===== src/rtl/i2c_target_stat.sv =====
module i2c_target_stat #(
  parameter int DW = 8
) (
  input  logic          clk,
  input  logic          rst_n,
  input  logic [DW-2:0] own_addr,
  input  logic          scl_i,
  input  logic          sda_i,
  output logic          sda_oe,
  input  logic          tx_wr,
  input  logic [DW-1:0] tx_data,
  input  logic          rx_rd,
  output logic [DW-1:0] rx_data,
  output logic [5:0]    status
);
  localparam int CW = $clog2(DW + 1);

  typedef enum logic [2:0] {S_IDLE, S_ADDR, S_AACK, S_RX, S_RACK, S_TX, S_TACK} st_t;

  logic [1:0] scl_sy, sda_sy;
  logic scl_q, sda_q;
  wire scl_s = scl_sy[1];
  wire sda_s = sda_sy[1];

  always_ff @(posedge clk or negedge rst_n)
    if (!rst_n) begin
      scl_sy <= 2'b11; sda_sy <= 2'b11; scl_q <= 1'b1; sda_q <= 1'b1;
    end else begin
      scl_sy <= {scl_sy[0], scl_i};
      sda_sy <= {sda_sy[0], sda_i};
      scl_q  <= scl_s;
      sda_q  <= sda_s;
    end

  wire start_det = scl_s & scl_q & sda_q & ~sda_s;
  wire stop_det  = scl_s & scl_q & ~sda_q & sda_s;
  wire scl_rise  = scl_s & ~scl_q;
  wire scl_fall  = ~scl_s & scl_q;

  st_t           st;
  logic [CW-1:0] cnt;
  logic [DW-1:0] shreg, thr, rx_hold;
  logic thr_full, host_byte, mack, in_frame, rep;
  logic rxrdy, txrdy, access, dir, gcall, done;

  wire [DW-1:0] nb = thr_full ? thr : '1;

  always_ff @(posedge clk or negedge rst_n)
    if (!rst_n) begin
      st <= S_IDLE; cnt <= '0; shreg <= '0; thr <= '0; rx_hold <= '0;
      thr_full <= 1'b0; host_byte <= 1'b0; mack <= 1'b0; in_frame <= 1'b0; rep <= 1'b0;
      rxrdy <= 1'b0; txrdy <= 1'b1; access <= 1'b0; dir <= 1'b0; gcall <= 1'b0;
      done <= 1'b1; sda_oe <= 1'b0;
    end else begin
      if (rx_rd) rxrdy <= 1'b0;
      if (stop_det) begin
        st <= S_IDLE; sda_oe <= 1'b0; access <= 1'b0; gcall <= 1'b0;
        done <= 1'b1; in_frame <= 1'b0;
      end else if (start_det) begin
        st <= S_ADDR; cnt <= '0; sda_oe <= 1'b0; done <= 1'b0;
        rep <= in_frame; in_frame <= 1'b1;
      end else begin
        case (st)
          S_ADDR:
            if (scl_rise) begin
              shreg <= {shreg[DW-2:0], sda_s};
              cnt   <= cnt + 1'b1;
            end else if (scl_fall && cnt == CW'(DW)) begin
              if (shreg == '0) begin
                gcall <= 1'b1; dir <= 1'b0; sda_oe <= 1'b1; st <= S_AACK;
              end else if (shreg[DW-1:1] == own_addr) begin
                access <= 1'b1; dir <= shreg[0]; sda_oe <= 1'b1; st <= S_AACK;
              end else begin
                access <= 1'b0;
                if (rep) done <= 1'b1;
                st <= S_IDLE;
              end
            end
          S_AACK:
            if (scl_fall) begin
              cnt <= '0;
              if (dir) begin
                sda_oe    <= ~nb[DW-1];
                shreg     <= {nb[DW-2:0], 1'b1};
                host_byte <= thr_full;
                thr_full  <= 1'b0;
                st        <= S_TX;
              end else begin
                sda_oe <= 1'b0;
                st     <= S_RX;
              end
            end
          S_RX:
            if (scl_rise) begin
              shreg <= {shreg[DW-2:0], sda_s};
              cnt   <= cnt + 1'b1;
            end else if (scl_fall && cnt == CW'(DW)) begin
              rx_hold <= shreg; rxrdy <= 1'b1; sda_oe <= 1'b1; st <= S_RACK;
            end
          S_RACK:
            if (scl_fall) begin
              sda_oe <= 1'b0; cnt <= '0; st <= S_RX;
            end
          S_TX:
            if (scl_rise) cnt <= cnt + 1'b1;
            else if (scl_fall) begin
              if (cnt == CW'(DW)) begin
                sda_oe <= 1'b0; st <= S_TACK;
              end else begin
                sda_oe <= ~shreg[DW-1];
                shreg  <= {shreg[DW-2:0], 1'b1};
              end
            end
          S_TACK:
            if (scl_rise) mack <= ~sda_s;
            else if (scl_fall) begin
              if (host_byte && !thr_full) txrdy <= 1'b1;
              host_byte <= 1'b0;
              cnt <= '0;
              if (mack) begin
                sda_oe    <= ~nb[DW-1];
                shreg     <= {nb[DW-2:0], 1'b1};
                host_byte <= thr_full;
                thr_full  <= 1'b0;
                st        <= S_TX;
              end else begin
                access <= 1'b0; st <= S_IDLE;
              end
            end
          default: ;
        endcase
      end
      if (tx_wr) begin
        thr <= tx_data; thr_full <= 1'b1; txrdy <= 1'b0;
      end
    end

  assign rx_data = rx_hold;
  assign status  = {gcall, access, dir, txrdy, rxrdy, done};
endmodule


===== config.mk =====
export PLATFORM = sky130hd
export DESIGN_NAME = i2c_target_stat
export DESIGN_NICKNAME = d
export VERILOG_FILES = /design/src/rtl/i2c_target_stat.sv
export SDC_FILE = /design/constraint.sdc
export NUM_CORES = 1
export LEC_CHECK = 0
export CAP_MARGIN = 30
export CORE_MARGIN = 4
export CORE_UTILIZATION = 50
export CTS_CLUSTER_SIZE = 28
export DETAILED_ROUTE_END_ITERATION = 7
export HOLD_SLACK_MARGIN = 0.15
export PLACE_DENSITY_LB_ADDON = 0.25
export SLEW_MARGIN = 20
export SYNTH_ARGS = -nofsm -noshare
export SYNTH_HDL_FRONTEND = slang
export SYNTH_SLANG_ARGS = --single-unit

===== constraint.sdc =====
create_clock -name clk -period 3.6 [get_ports clk]
set_clock_uncertainty 0.15 [all_clocks]
set_input_delay 0.72 -clock clk [delete_from_list [all_inputs] [get_ports clk]]
set_output_delay 0.72 -clock clk [all_outputs]
set_load 0.05 [all_outputs]

==> metrics.cfg <==
[layout]
final_cell_mix=dfrtp_1, clkdlybuf4s50_1, mux2_2
design_area_sq_mm=0.00298
post-route-util_pct=61.9
n_antenna_cell=0
area_growth_pct=17.8
final_common_cell=dfrtp_1
nets=290
final-instance-count-excl-fill=335
layout-drive-gt1-share_pct=19.4

[route]
first_iter_violations=188
drt-total-wl_um=4910
dr.pass1.iters=4
num_vias=1808
ant_nets=0
drc=0
viasPerCell=5.40
wl_per_cell_um=14.7

[worst_setup_path]
end_kind=primary output
required_ns=2.73
crit_arrival_ns=1.63
slowest_stage=clkdlybuf4s50_1
path_cells=clkdlybuf4s50_1
max_stage_delay_ns=0.80
r2r_start=scl_q
path_class=register to primary output
crit_family=buffers and inverters
path_buf_inv=1
startpoint_type=register
cp_max_fo=2
critPathLaunch=txrdy

[yosys]
synth_nets=260
yosysWarnings=0
syn_inst=237
synth_enable_flop_cells=0
yosys_most_used_dff=dfrtp_1
ys_types=47
synth-seq-area-share_pct=48.8
ys_seq_elements=49
synthArstFlopShare_pct=100
synth.cell_area_sq_mm=0.00253
syn_avg_cell_area_sq_um=10.7

[timing]
setup_viol=0
period_share_pct=69.5
finalHoldViolCount=0
finalMaxSlewViolations=0
tightest_slew_ns=0.685
period_minus_slack_ns=2.50
slew_headroom_pct=54.1
rsz0062_at_grt=no
maxClockFrequency_ghz=0.399
fin_setup_tns_ns=0

[placed_design]
gp_congestion=0.872
port_buffers=35
placed_cell_area_sq_mm=0.00290
hpwl_um=3650
dp.cells=327

[power_and_ir_drop]
p_per_area_mw_per_mm2=383
max-vdd-ir-drop_uv=163
p_leak_nw=1.26

[grt]
antenna_found_initial=0
grt_overflow=0
grt_pass1_wl_um=8470
first_global_vias=1711
grtUsageTotal_pct=17.1
grt_start_max_net_pins=32

[run_status]
status=completed

[min_path]
hold_path.class=input pin to async pin

[clocking]
cts_setup_buffers=0
cts_resized=0
cts_made_buffers=5
clk_pin_slew_ns=0.09
cts_tree=done
cts_buffer_depth=2
hold_buffers=0
clock_latency_ns=0.31
cts-root-buf=clkbuf_8
htreeDepth=2
cts_sinks=49

[floorplan]
rows=25
die_x_um=79.2
die_h_um=79.2
start_util_pct=52.6
pin_count=36
core_sq_mm=0.00482
design.die.area_sq_mm=0.00627

[job]
max-cap-violations=0

==> through the flow <==
stage | power (mW) | hold slack, ns | setup slack (ns)
floorplan | 0.767 | 0.195 | 1.72
detailed placement | 0.842 | 0.201 | 1.08
finish | 1.14 | 0.192 | 1.10
CTS | 1.15 | 0.196 | 1.08
global placement | 0.833 | 0.195 | 1.13
global route | 1.21 | 0.209 | 1.05
==> power breakdown <==
part	total, mW	switching (mW)	internal (mW)
Clock	0.313	0.178	0.135
Sequential	0.655	0.0551	0.600
Combinational	0.175	0.0774	0.0976
==> final timing paths <==
check	endpoint	slack (ns)	cells after the start
worst max-delay path	status[2]	1.10	1
worst max register to register	rx_data[5]	1.31	4
max in group asynchronous	scl_sy[0]	2.42	3
min in group clk	sda_sy[1]	0.21	0
worst min register to register	sda_sy[1]	0.21	0
worst min-delay path	rx_data[7]	0.19	1
==> state kept, by name, indices dropped and copies added (netlist names), 2 cells and up <==
register and count:
st 3, rx_data 8, sda_sy 2, shreg 8, scl_sy 2, thr 8
cnt 4
==> cell usage after synthesis (2+ instances only) <==
cell type	instances	area (sq um)
a21boi_0	2	15.0
a21o_1	3	22.5
a21oi_1	3	15.0
and2_1	3	18.8
and2b_1	2	15.0
and3_1	3	18.8
and3b_1	2	17.5
buf_2	2	10.0
buf_4	8	60.1
clkbuf_1	4	15.0
dfrtp_1	41	1030
dfstp_2	8	210
ha_1	2	25.0
inv_1	4	15.0
mux2_2	22	248
mux2_4	3	45.0
mux2i_1	2	20.0
nand2_1	21	78.8
nand2b_1	7	43.8
nand3_1	10	50.1
nand3b_1	3	22.5
nor2_1	9	33.8
nor2b_1	12	75.1
nor3_1	7	35.0
nor4_1	3	18.8
o21a_1	2	15.0
o21ai_0	21	105
o31ai_1	2	15.0
xnor2_1	7	61.3
xor2_1	2	17.5
==> cells by family (layout without fill, tap and decap cells) <==
group	count (synthesis)	after routing	synth area share, %
AO/OA/AOI/OAI	46	46	12.6
XOR/XNOR	9	9	3.11
adder cells (fa/ha/maj)	2	2	0.988
buffers and inverters	19	50	4.40
flip-flops	49	49	48.8
multiplexers	27	27	12.4
AND/OR/NAND/NOR	85	85	17.7
==> metal layers <==
layer  track usage, %  routed length [um]  vias to the layer above
met2             24.8                2230                       44
met3             3.85                 229                        6
met1             25.6                2390                      873
met5                0                   0                        -
li1                 -                   -                      885
met4             4.98                  60                        0
==> cell type report <==
type                    instances  area, sq um
well taps                      67         83.8
repair buffers                 38          380
flip-flops and latches         49         1240
fillers                       441         1830
clock inverters                 2         10.0
inverters                       4         15.0
multi-input cells             169         1180
clock buffers                   6         72.6
Power figures use the tool's default switching activity.
